[config.mk]
export PLATFORM = sky130hd
export DESIGN_NAME = csa_sum_tree
export DESIGN_NICKNAME = d
export VERILOG_FILES = /design/src/rtl/csa_pkg.sv /design/src/rtl/csa_term_ctrl.sv /design/src/rtl/csa_term_prep.sv /design/src/rtl/csa_reduce_tree.sv /design/src/rtl/csa_sum_tree.sv
export SDC_FILE = /design/constraint.sdc
export NUM_CORES = 1
export LEC_CHECK = 0
export BUFFER_PORTS_ARGS = -buffer_cell sky130_fd_sc_hd__clkbuf_2
export CAP_MARGIN = 20
export CELL_PAD_IN_SITES_DETAIL_PLACEMENT = 0
export CELL_PAD_IN_SITES_GLOBAL_PLACEMENT = 1
export CORE_MARGIN = 4
export CORE_UTILIZATION = 34
export DETAILED_ROUTE_END_ITERATION = 8
export PLACE_DENSITY_LB_ADDON = 0.1
export SYNTH_ARGS = -nofsm -noshare
export SYNTH_HDL_FRONTEND = slang
export SYNTH_SLANG_ARGS = --single-unit
export TNS_END_PERCENT = 1
[constraint.sdc]
create_clock -name vclk -period 4.6
set_input_delay 0.92 -clock vclk [all_inputs]
set_output_delay 0.92 -clock vclk [all_outputs]
set_load 0.03 [all_outputs]
[src/rtl/csa_pkg.sv]
package csa_pkg;
  localparam int CORR_W = 8;

  typedef struct packed {
    logic              anySub;
    logic [CORR_W-1:0] corrCount;
  } termCtrl_t;

  function automatic int termCount(input int nOps, input bit subEn);
    return subEn ? nOps + 1 : nOps;
  endfunction

  function automatic int compressorCount(input int nTerms);
    return (nTerms >= 3) ? nTerms - 2 : 0;
  endfunction
endpackage

[src/rtl/csa_term_ctrl.sv]
module csa_term_ctrl
  import csa_pkg::*;
#(
  parameter int NUM_OPS = 4,
  parameter bit SUB_EN  = 1'b1
) (
  input  logic [NUM_OPS-1:0] subMask,
  output termCtrl_t          ctrl
);
  always_comb begin
    ctrl = '0;
    if (SUB_EN) begin
      for (int i = 0; i < NUM_OPS; i++) begin
        if (subMask[i]) begin
          ctrl.anySub    = 1'b1;
          ctrl.corrCount = ctrl.corrCount + CORR_W'(1);
        end
      end
    end
  end

  // the correction strobe and the correction count must agree
  always_comb begin
    a_r2_strobe_agrees: assert (ctrl.anySub == (ctrl.corrCount != '0));
  end
endmodule

[src/rtl/csa_term_prep.sv]
module csa_term_prep
  import csa_pkg::*;
#(
  parameter int NUM_OPS    = 4,
  parameter int IN_W       = 4,
  parameter int OUT_W      = 6,
  parameter bit SIGNED_OPS = 1'b0,
  parameter bit SUB_EN     = 1'b1,
  localparam int NT        = termCount(NUM_OPS, SUB_EN)
) (
  input  logic [NUM_OPS*IN_W-1:0] opsIn,
  input  logic [NUM_OPS-1:0]      subMask,
  input  termCtrl_t               ctrl,
  output logic [NT*OUT_W-1:0]     termsOut
);
  for (genvar i = 0; i < NUM_OPS; i++) begin : g_op
    logic [IN_W-1:0]  raw;
    logic [OUT_W-1:0] ext;
    logic [OUT_W-1:0] term;
    logic             doSub;

    assign raw   = opsIn[i*IN_W +: IN_W];
    assign doSub = SUB_EN && subMask[i];

    always_comb begin
      for (int b = 0; b < OUT_W; b++) begin
        if (b < IN_W) ext[b] = raw[(b < IN_W) ? b : IN_W-1];
        else          ext[b] = SIGNED_OPS ? raw[IN_W-1] : 1'b0;
      end
    end

    assign term = doSub ? ~ext : ext;
    assign termsOut[i*OUT_W +: OUT_W] = term;

    // a subtracted term is the one's complement of its widened operand
    always_comb begin
      if (doSub) a_r2_term_inverted: assert (OUT_W'(term + ext) == '1);
    end

    if (OUT_W > IN_W) begin : g_wide
      if (SIGNED_OPS) begin : g_sgn
        // bits from the operand sign upward are uniform
        always_comb begin
          a_r4_sign_fill: assert ((term[OUT_W-1:IN_W-1] == '0) ||
                                  (term[OUT_W-1:IN_W-1] == '1));
        end
      end else begin : g_uns
        // an added unsigned operand contributes no upper bits
        always_comb begin
          if (!doSub) a_r5_zero_fill: assert (term[OUT_W-1:IN_W] == '0);
        end
      end
    end
  end

  if (SUB_EN) begin : g_corr
    logic [OUT_W-1:0] corrVec;
    always_comb begin
      corrVec = '0;
      if (ctrl.anySub) begin
        for (int b = 0; b < OUT_W; b++) begin
          if (b < CORR_W) corrVec[b] = ctrl.corrCount[(b < CORR_W) ? b : 0];
        end
      end
    end
    assign termsOut[NUM_OPS*OUT_W +: OUT_W] = corrVec;
  end
endmodule

[src/rtl/csa_reduce_tree.sv]
module csa_reduce_tree
  import csa_pkg::*;
#(
  parameter int NT = 5,
  parameter int W  = 6,
  localparam int NC = compressorCount(NT),
  localparam int NV = NT + 2 * NC
) (
  input  logic [NT*W-1:0] termsIn,
  output logic [W-1:0]    sumOut,
  output logic [7:0]      treeRows
);
  logic [W-1:0] vecs [NV];
  logic [W-1:0] xIn, yIn, zIn;
  logic [7:0]   rowTally;

  // Each row consumes the three oldest pending vectors and appends a
  // sum vector and a shifted carry vector to the queue.
  always_comb begin
    rowTally = '0;
    xIn = '0;
    yIn = '0;
    zIn = '0;
    for (int i = 0; i < NT; i++) vecs[i] = termsIn[i*W +: W];
    for (int i = NT; i < NV; i++) vecs[i] = '0;
    for (int k = 0; k < NC; k++) begin
      xIn = vecs[3*k];
      yIn = vecs[3*k+1];
      zIn = vecs[3*k+2];
      vecs[NT+2*k]   = xIn ^ yIn ^ zIn;
      vecs[NT+2*k+1] = ((xIn & yIn) | (xIn & zIn) | (yIn & zIn)) << 1;
      rowTally = rowTally + 8'd1;
    end
  end

  assign treeRows = rowTally;

  if (NT == 1) begin : g_pass
    assign sumOut = vecs[0];
  end else begin : g_cpa
    assign sumOut = vecs[NV-2] + vecs[NV-1];
  end

  // every 3:2 row keeps the modular total of its inputs
  always_comb begin
    for (int k = 0; k < NC; k++) begin
      a_r1_row_preserves: assert (W'(vecs[3*k] + vecs[3*k+1] + vecs[3*k+2]) ==
                                  W'(vecs[NT+2*k] + vecs[NT+2*k+1]));
    end
  end

  // the final adder output equals the plain sum of the tree inputs
  logic [W-1:0] refAcc;
  always_comb begin
    refAcc = '0;
    for (int i = 0; i < NT; i++) refAcc = refAcc + termsIn[i*W +: W];
    a_r1_tree_total: assert (refAcc == sumOut);
  end
endmodule

[src/rtl/csa_sum_tree.sv]
module csa_sum_tree
  import csa_pkg::*;
#(
  parameter int NUM_OPS    = 4,
  parameter int IN_W       = 4,
  parameter int OUT_W      = 6,
  parameter bit SIGNED_OPS = 1'b0,
  parameter bit SUB_EN     = 1'b1
) (
  input  logic [NUM_OPS*IN_W-1:0] opsIn,
  input  logic [NUM_OPS-1:0]      subMask,
  output logic [OUT_W-1:0]        sumOut,
  output logic [7:0]              treeRows
);
  localparam int NT = termCount(NUM_OPS, SUB_EN);

  termCtrl_t             ctrl;
  logic [NT*OUT_W-1:0]   terms;

  csa_term_ctrl #(.NUM_OPS(NUM_OPS), .SUB_EN(SUB_EN)) ctrl_i (
    .subMask (subMask),
    .ctrl    (ctrl)
  );

  csa_term_prep #(
    .NUM_OPS(NUM_OPS), .IN_W(IN_W), .OUT_W(OUT_W),
    .SIGNED_OPS(SIGNED_OPS), .SUB_EN(SUB_EN)
  ) prep_i (
    .opsIn    (opsIn),
    .subMask  (subMask),
    .ctrl     (ctrl),
    .termsOut (terms)
  );

  csa_reduce_tree #(.NT(NT), .W(OUT_W)) tree_i (
    .termsIn  (terms),
    .sumOut   (sumOut),
    .treeRows (treeRows)
  );
endmodule

# Yosys cells after proc, flatten, opt, wreduce, memory -nomap -nowiden
# Cells that the tools add are included.
# totals
reg_bits	0
latchBits	0
ramBits	0
romBits	0
input_bits	20
output_inout_bits	14
word_cells	38
memories	0
# op_classes
n_addsub	4
mul	0
n_div	0
n_lt_le_gt_ge	0
eq_ne	0
n_shift	0
mux	9
bitwise	25
reduce_logical	0
# op_table
operator	n
bitwise AND 5 bit	9
two-way mux 9 bit	4
XOR 6 bit	6
two-way mux 6 bit	5
OR 5 bit	6
adder 8 x 1 -> 8 bit, second input constant	3
NOT 4 -> 6 bit	4
adder 6 bit	1

# Longest topological paths before layout
# Gate-level depths: netlist of the first run.
# depth
depth_word	15
depth_mapped	14
mapped_depth_nobuf	13

# By module
# From an unflattened synthesis of the first run, not the netlist that was laid out.
# unflattened
cells_unflattened	121
area_unflattened_um2	1007.2
# by_module_without_submodules
mod	instances	cells_per_inst	area_each_um2	seq_area_each_um2
csa_reduce_tree	1	68	614.3	0.0
csa_term_prep	1	30	237.7	0.0
csa_term_ctrl	1	23	155.1	0.0

# Least setup slack after synthesis of the first run
# Ideal clock, no wire load.
# synth_path
path_type	input-to-output
from	in subMask[0]
to	out sumOut[4]
arrival_time_ns	3.941
t_required_ns	3.680
slack_ns	-0.261
cell_stages	13
n_path_buf	1
cell_sequence	buf_2 > inv_1 > ha_1 > mux2i_1 > ha_1 > nand2_1 > xnor2_1 > fa_1 > inv_1 > fa_1 > ha_1 > fa_1 > xor2_1
# synth_via
elab_chain_cells	15
word_cells_on_any_way	30
classes_between	add/sub: 4; mux: 6; bitwise: 20
# synth_lines
element	line_no	source
start, declared	csa_sum_tree.sv:11	input logic [NUM_OPS-1:0] subMask,
two-way mux 9 bit	csa_term_ctrl.sv:14	if (subMask[i]) begin
adder 8 x 1 -> 8 bit	csa_term_ctrl.sv:16	ctrl.corrCount = ctrl.corrCount + CORR_W'(1);
two-way mux 9 bit	csa_term_ctrl.sv:14	
adder 8 x 1 -> 8 bit	csa_term_ctrl.sv:16	
two-way mux 9 bit	csa_term_ctrl.sv:14	
adder 8 x 1 -> 8 bit	csa_term_ctrl.sv:16	
two-way mux 9 bit	csa_term_ctrl.sv:14	
two-way mux 6 bit	csa_term_prep.sv:60	if (ctrl.anySub) begin
bitwise AND 5 bit	csa_reduce_tree.sv:31	vecs[NT+2*k+1] = ((xIn & yIn) | (xIn & zIn) | (yIn & zIn)) << 1;
OR 5 bit (2 in series)	csa_reduce_tree.sv:31	
bitwise AND 5 bit	csa_reduce_tree.sv:31	
OR 5 bit (2 in series)	csa_reduce_tree.sv:31	
adder 6 bit (*)	csa_reduce_tree.sv:41	assign sumOut = vecs[NV-2] + vecs[NV-1];
end, declared	csa_sum_tree.sv:12	output logic [OUT_W-1:0] sumOut,
# Every way passes the cells marked *; elsewhere a longest branch is shown, timed or not.

# Worst setup path in the final report of the first run
# layout_path
from	in subMask[2]
to	out sumOut[4]
# layout_via
elab_chain_cells	11
word_cells_on_any_way	25
classes_between	add/sub: 2; mux: 4; bitwise: 19
# layout_lines
element	line_no
two-way mux 9 bit	csa_term_ctrl.sv:14
adder 8 x 1 -> 8 bit	csa_term_ctrl.sv:16
two-way mux 9 bit	csa_term_ctrl.sv:14
two-way mux 6 bit	csa_term_prep.sv:60
bitwise AND 5 bit	csa_reduce_tree.sv:31
OR 5 bit (2 in series)	csa_reduce_tree.sv:31
bitwise AND 5 bit	csa_reduce_tree.sv:31
OR 5 bit (2 in series)	csa_reduce_tree.sv:31
adder 6 bit (*)	csa_reduce_tree.sv:41
# Marked as above.

==> results.cfg, run 1 <==
[status]
status = finished, violations left
violations = setup timing

[sta]
fmax_ghz = 0.207
worst_slack_ps = -231
finalCriticalPeriod_ps = 4830
hold_slack_ps = 2460
post-route-period-util_pct = 105
final_max_slew_viol_count = 0
final_hold_viol_count = 0
grt_setup_unrepaired = true
setup_viol = 3

[grt]
grt_pass1_wl_um = 2900
grt_max_degree = 11
grt_pass1_vias = 688
grt.total_usage_pct = 11.0
overflow = 0
antenna_found_initial = 0

[pwr]
p_comb_share_pct = 100.0
p_int_mw = 0.375
p_per_area_nw_per_um2 = 676
max-vdd-ir-drop_mv = 0.547
p_total_mw = 0.791
p_clk_share_pct = 0
pwr-share-seq_pct = 0
leakagePower_nw = 0.582
sw_frac_of_total_pct = 52.6
switching_power_mw = 0.415

[min_path]
hold_path_class = in2out
min_path_cells = 5
hold_end = sumOut[0]
hp-start = opsIn[12]

[detailed_routing]
drc = 0
drtPass1Iterations = 2
routed_wl_um = 1670
drtIter0Drc = 2
viasPerCell = 4.20
drtAntennaViolNets = 0
route.vias.total = 621
wire_per_inst_um = 11.3

[final_layout]
multiInputGateArea_sq_um = 781
instances_no_fill = 148
clkbuf_count = 0
seq_cell_count = 0
fillers = 219
final_nets = 164
fin_util_pct = 52.4
diodes = 0
drive_above_1_share_pct = 45.8
syn2layout_area_growth_pct = 45.0
regArea_sq_um = 0

[floorplanning]
die_w_um = 56.7
die_area_sq_um = 3220
placementRows = 17
start_util_pct = 36.1
core_area_sq_um = 2230
ios = 34
die_y_um = 56.7

[synth]
syn_area_sq_um = 807
synth_seq_area_share_pct = 0
yosysUniqueCellTypes = 19
syn_area_per_cell_sq_um = 9.28
ys_warn_count = 0
syn_inst = 87

[placed_design]
place_ws_ps = -346
portBuffers = 26
post-dp-hpwl_um = 1510
gp_congestion = 0.713
dp_cells = 146

[setup_path]
crit_fanout = 3
cp-end-kind = output port
critPathKind = in2out
arrival_ps = 3910
critical_path.startpoint_type = input port
required_ps = 3680

[clocking]
cts_hold_buffers = 0

[job]
maxCapViolations = 0
[metal layers]
metal / vias to the layer above / track usage [%] / wire length [um]
met1: 297 / 14.4 / 654
met5: - / 0 / 0
met4: 0 / 0 / 0
li1: 301 / - / -
met3: 0 / 0.460 / 114
met2: 23 / 21.0 / 901
[power by group through the flow]
| stage | clock, mW | combinational, mW | sequential (mW) |
|---|---|---|---|
| after global routing | 0 | 0.868 | 0 |
| after floorplan | 0 | 0.519 | 0 |
| after global placement | 0 | 0.642 | 0 |
| final | 0 | 0.791 | 0 |
| after CTS | 0 | 0.760 | 0 |
| after detailed placement | 0 | 0.655 | 0 |
[cell usage after synthesis]
| library cell | instances | share of area, % |
|---|---|---|
| ha_1 | 8 | 12 |
| conb_1 | 2 | 0.93 |
| a22oi_1 | 1 | 0.93 |
| xnor2_1 | 14 | 15 |
| a21oi_1 | 1 | 0.62 |
| buf_6 | 1 | 1.4 |
| nor2b_1 | 1 | 0.78 |
| a21o_1 | 1 | 0.93 |
| o21ai_0 | 1 | 0.62 |
| fa_1 | 14 | 35 |
| nand2_1 | 2 | 0.93 |
| xor2_1 | 8 | 8.7 |
| nand2b_4 | 1 | 1.7 |
| mux2i_1 | 1 | 1.2 |
| inv_1 | 18 | 8.4 |
| buf_2 | 3 | 1.9 |
| nor3_1 | 1 | 0.62 |
| nand3_1 | 1 | 0.62 |
| buf_4 | 8 | 7.4 |
[worst max path at each step]
stage / startpoint / endpoint / slack, ps
2_1_floorplan: subMask[0] / sumOut[4] / -10
3_3_place_gp: subMask[1] / sumOut[4] / -310
3_5_place_dp: subMask[1] / sumOut[5] / -350
4_1_cts: subMask[0] / sumOut[5] / -280
5_1_grt: subMask[2] / sumOut[4] / -330
6_report: subMask[2] / sumOut[4] / -230
[cell type report]
| cell class | instances | area share [%] |
|---|---|---|
| well taps | 28 | 2.99 |
| inverters | 18 | 5.78 |
| repair buffers | 39 | 24.5 |
| multi-input cells | 63 | 66.7 |
[cells by family after synthesis]
group                    Yosys count  share of synthesized area [%]
AND/OR/NAND/NOR                    6                           4.65
adder cells (fa/ha/maj)           22                           47.1
AO/OA/AOI/OAI                      4                           3.10
buffers and inverters             30                           19.1
multiplexers                       1                           1.24
other                              2                          0.931
XOR/XNOR                          22                           23.9
[critical path, stage by stage]
cell and delay, ps:
buf_8 100, fa_1 560, ha_2 180, nand2_2 60, xnor2_2 150, fa_2 540
inv_2 40, fa_2 450, ha_4 180, fa_2 400, xor2_4 190, buf_6 140
[metrics by stage]
| stage | setup TNS (ps) | cell area (sq um) |
|---|---|---|
| floorplan | -13.5 | 883 |
| global placement | -926 | 1040 |
| detailed placement | -1020 | 1040 |
| CTS | -754 | 1120 |
| global route | -877 | 1170 |
| finish | -576 | 1170 |
[repair_timing]
| item | in CTS | in global routing |
|---|---|---|
| pin swaps | 8 | 9 |
| setup buffers | 0 | 2 |
| setup endpoints to repair | 3 | 3 |
| gates resized for setup | 16 | 14 |
[layout by cell type, fill, tap and decap left out, types with 2 or more instances in the layout]
cell type	instances
inv_1	17
fa_2	3
fa_1	11
ha_1	4
ha_4	2
conb_1	8
buf_8	3
xor2_1	7
ha_2	2
clkbuf_2	20
buf_4	14
xnor2_1	12
Power figures use the tool's default switching activity.
==> inputs of run 2 (changes only) <==
--- a/config.mk
+++ b/config.mk
@@ -12,7 +12,7 @@
 export CORE_MARGIN = 4
 export CORE_UTILIZATION = 34
 export DETAILED_ROUTE_END_ITERATION = 8
-export PLACE_DENSITY_LB_ADDON = 0.1
+export PLACE_DENSITY = 0.88
 export SYNTH_ARGS = -nofsm -noshare
 export SYNTH_HDL_FRONTEND = slang
 export SYNTH_SLANG_ARGS = --single-unit
==> run 2 against run 1 <==
The run still ends with setup timing left; critical path type unchanged; highest routed layer unchanged; first-iteration DRC count rose to 4.0 times the previous value; total power is 2.0% higher; via count down 2.7%; combinational power up 2%; die area did not move.
==> results.cfg, run 2 (synthesized netlist as in run 1, its figures left out) <==
[status]
status = finished, violations left
violations = setup timing

[grt]
antenna_found_initial = 0
grt_pass1_vias = 685
grt.total_usage_pct = 10.9
overflow = 0
grt_max_degree = 11
grt_pass1_wl_um = 2810

[final_layout]
finalInstanceArea_sq_um = 1170
diodes = 0
mostFrequentLayoutCells = 20 x clkbuf_2, 16 x inv_1, 13 x buf_4
instances_no_fill = 148
regArea_sq_um = 0
syn2layout_area_growth_pct = 45.0
drive_above_1_share_pct = 46.7
final_nets = 164
fin_util_pct = 52.4
seq_cell_count = 0
final_common_cell = clkbuf_2
clkbuf_count = 0

[min_path]
hold_path_class = in2out
hp-start = opsIn[12]

[detailed_routing]
drtAntennaViolNets = 0
met2_length_um = 949
drc = 0
wl_met3_um = 108
routed_wl_um = 1650
drtIter0Drc = 8
drtPass1Iterations = 2
met1_length_um = 591
top_layer_used = met3
wire_per_inst_um = 11.1
route.vias.total = 604
viasPerCell = 4.08

[sta]
fmax_ghz = 0.208
final_max_slew_viol_count = 0
worst_slack_ps = -204
final_hold_viol_count = 0
finalSetupTns_ps = -576
setup_viol = 3
finalCriticalPeriod_ps = 4800
grt_setup_unrepaired = true
post-route-period-util_pct = 104
hold_slack_ps = 2440

[job]
maxCapViolations = 0

[setup_path]
cp-end-kind = output port
crit_fanout = 3
critical_path.startpoint_type = input port
cp-startpoint = subMask[2]
required_ps = 3680
critPathKind = in2out
arrival_ps = 3880

[placed_design]
dp_cells = 145
place_area_sq_um = 1040
portBuffers = 26
place_ws_ps = -357
gp_congestion = 0.791
post-dp-hpwl_um = 1460

[floorplanning]
core_area_sq_um = 2230
start_util_pct = 36.1
die_y_um = 56.7
placementRows = 17
die_w_um = 56.7
ios = 34
die_area_sq_um = 3220

[clocking]
cts_hold_buffers = 0

[pwr]
max-vdd-ir-drop_mv = 0.515
leakagePower_nw = 0.580
p_total_mw = 0.806
p_per_area_nw_per_um2 = 689
==> run 2: final cells by class <==
class              count  area [sq um]
multi-input cells     63           783
well taps             28          35.0
repair buffers        39           284
inverters             18          67.6
fillers              216          1060
==> run 2: worst paths after layout <==
kind	endpoint	cells past startpoint	slack (ps)
hold / removal	sumOut[0]	5	2440
setup / recovery	sumOut[4]	12	-200
==> run 2: metal layers <==
metal  GRT usage, %  vias up
met5              0        -
li1               -      302
met3          0.460        0
met2           23.1       21
met1           12.2      281
met4              0        0
==> run 2: repair_timing <==
| item | in CTS | in global routing |
|---|---|---|
| setup endpoints to repair | 3 | 3 |
| buffers inserted | 3 | 0 |
| endpoints found under the hold margin | 0 | 0 |
| cloned | 0 | 0 |
| gates resized for setup | 18 | 12 |
| pin swaps | 9 | 4 |
==> run 2: worst max-delay path: stages <==
cell	delay [ps]
buf_8	100
fa_1	580
ha_2	180
nand2_2	70
xnor2_2	160
fa_2	530
inv_2	40
fa_2	430
ha_4	180
fa_2	380
xor2_4	170
buf_8	140
==> run 2: where the power goes <==
group | switching (mW) | internal [mW]
clock | 0 | 0
combinational | 0.421 | 0.386
sequential | 0 | 0
==> inputs of run 3 (changes only) <==
--- a/config.mk
+++ b/config.mk
@@ -5,7 +5,7 @@
 export SDC_FILE = /design/constraint.sdc
 export NUM_CORES = 1
 export LEC_CHECK = 0
-export BUFFER_PORTS_ARGS = -buffer_cell sky130_fd_sc_hd__clkbuf_2
+export BUFFER_PORTS_ARGS = -buffer_cell sky130_fd_sc_hd__buf_2
 export CAP_MARGIN = 20
 export CELL_PAD_IN_SITES_DETAIL_PLACEMENT = 0
 export CELL_PAD_IN_SITES_GLOBAL_PLACEMENT = 1
==> run 3 against run 2 <==
The flow still finishes with violations (setup timing); hold slack got worse by 23 ps; largest power group unchanged; largest cell class unchanged; cell count is 0.68% lower; sequential share of layout area unchanged; routed wire length grew 3.7%; combinational power is 6.2% lower; critical endpoint unchanged; count of clock-buffer cells in the layout stayed put.
==> results.cfg, run 3 (synthesized netlist as in run 1, its figures left out) <==
[final_layout]
instances_no_fill = 147
final_nets = 163
clkbuf_count = 0
drive_above_1_share_pct = 42.0
final_common_cell = buf_2
syn2layout_area_growth_pct = 37.1
regArea_sq_um = 0
mostFrequentLayoutCells = 23 x buf_2, 18 x inv_1, 12 x xnor2_1, 12 x buf_4, 11 x fa_1
seq_cell_count = 0
diodes = 0

[sta]
final_hold_viol_count = 0
final_max_slew_viol_count = 0
fmax_ghz = 0.208
post-route-period-util_pct = 104
setup_viol = 3
worst_slack_ps = -205
finalCriticalPeriod_ps = 4810
grt_setup_unrepaired = true
hold_slack_ps = 2420

[pwr]
max-vdd-ir-drop_mv = 0.510
leakagePower_nw = 0.562
p_per_area_nw_per_um2 = 684

[grt]
overflow = 0
grt_pass1_vias = 735
antenna_found_initial = 0
grt_max_degree = 11
grt.total_usage_pct = 11.3
grt_pass1_wl_um = 3020

[detailed_routing]
route.vias.total = 630
drc = 0
drtAntennaViolNets = 0
viasPerCell = 4.29
wire_per_inst_um = 11.6
routed_wl_um = 1710
drtPass1Iterations = 3
drtIter0Drc = 2

[setup_path]
arrival_ps = 3890
required_ps = 3680
critPathCapture = sumOut[4]
cp-startpoint = subMask[0]
cp-end-kind = output port
crit_fanout = 5
critical_path.startpoint_type = input port
critPathKind = in2out

[placed_design]
post-dp-hpwl_um = 1590
dp_cells = 146
portBuffers = 26
gp_congestion = 0.776

[floorplanning]
start_util_pct = 36.1
placementRows = 17
die_w_um = 56.7
die_area_sq_um = 3220
ios = 34
die_y_um = 56.7
core_area_sq_um = 2230

[job]
maxCapViolations = 0

[min_path]
hold_path_class = in2out

[status]
violations = setup timing
status = finished, violations left
## run 3: timing repair
action / in CTS / in global routing
hold buffers: 0 / 0
resized for setup: 12 / 1
buffers inserted: 1 / 0
endpoints found under the setup margin: 3 / 3
hold endpoints to repair: 0 / 0
pin swaps: 8 / 4
## run 3: where the power goes
part	switching [mW]	internal, mW	leakage (nW)
Clock	0	0	0
Combinational	0.409	0.347	0.562
Sequential	0	0	0
## run 3: layout make-up
type	instances	area [sq um]
Tap cell	28	35.0
Multi-Input combinational cell	63	764
Inverter	18	67.6
Timing Repair Buffer	38	239
Fill cell	235	1130
## run 3: per-stage QoR
stage / instance area [sq um] / power (mW) / setup WS [ps] / utilization, % / TNS [ps]
5_1_grt: 1110 / 0.828 / -330 / 49.5 / -950
4_1_cts: 1100 / 0.775 / -234 / 49.3 / -662
6_report: 1110 / 0.756 / -205 / 49.5 / -575
2_1_floorplan: 883 / 0.519 / -12.0 / - / -13.5
3_3_place_gp: 1040 / 0.641 / -277 / 46.8 / -809
3_5_place_dp: 1040 / 0.673 / -333 / 46.8 / -970
## run 3: how the worst min path moves through the flow
stage          cells past startpoint  startpoint         to
3_3_place_gp                       5   opsIn[12]  sumOut[0]
5_1_grt                            5   opsIn[12]  sumOut[0]
4_1_cts                            5   opsIn[12]  sumOut[0]
3_5_place_dp                       5   opsIn[12]  sumOut[0]
6_report                           5   opsIn[12]  sumOut[0]
2_1_floorplan                      3   opsIn[12]  sumOut[0]
## run 3: worst max-delay path, stage by stage
cell and delay [ps]:
buf_2 140, fa_1 580, ha_1 170, nand2_2 60, xnor2_2 140, fa_2 510, inv_1 50, fa_2 430
ha_4 180, fa_2 380, xor2_4 170, buf_6 140
## run 3: routing by layer
| layer | global-route usage (%) | wire (um) | up-vias |
|---|---|---|---|
| li1 | - | - | 300 |
| met5 | 0 | 0 | - |
| met2 | 23.1 | 1000 | 23 |
| met3 | 1.38 | 138 | 2 |
| met1 | 12.6 | 552 | 305 |
| met4 | 1.02 | 15 | 0 |
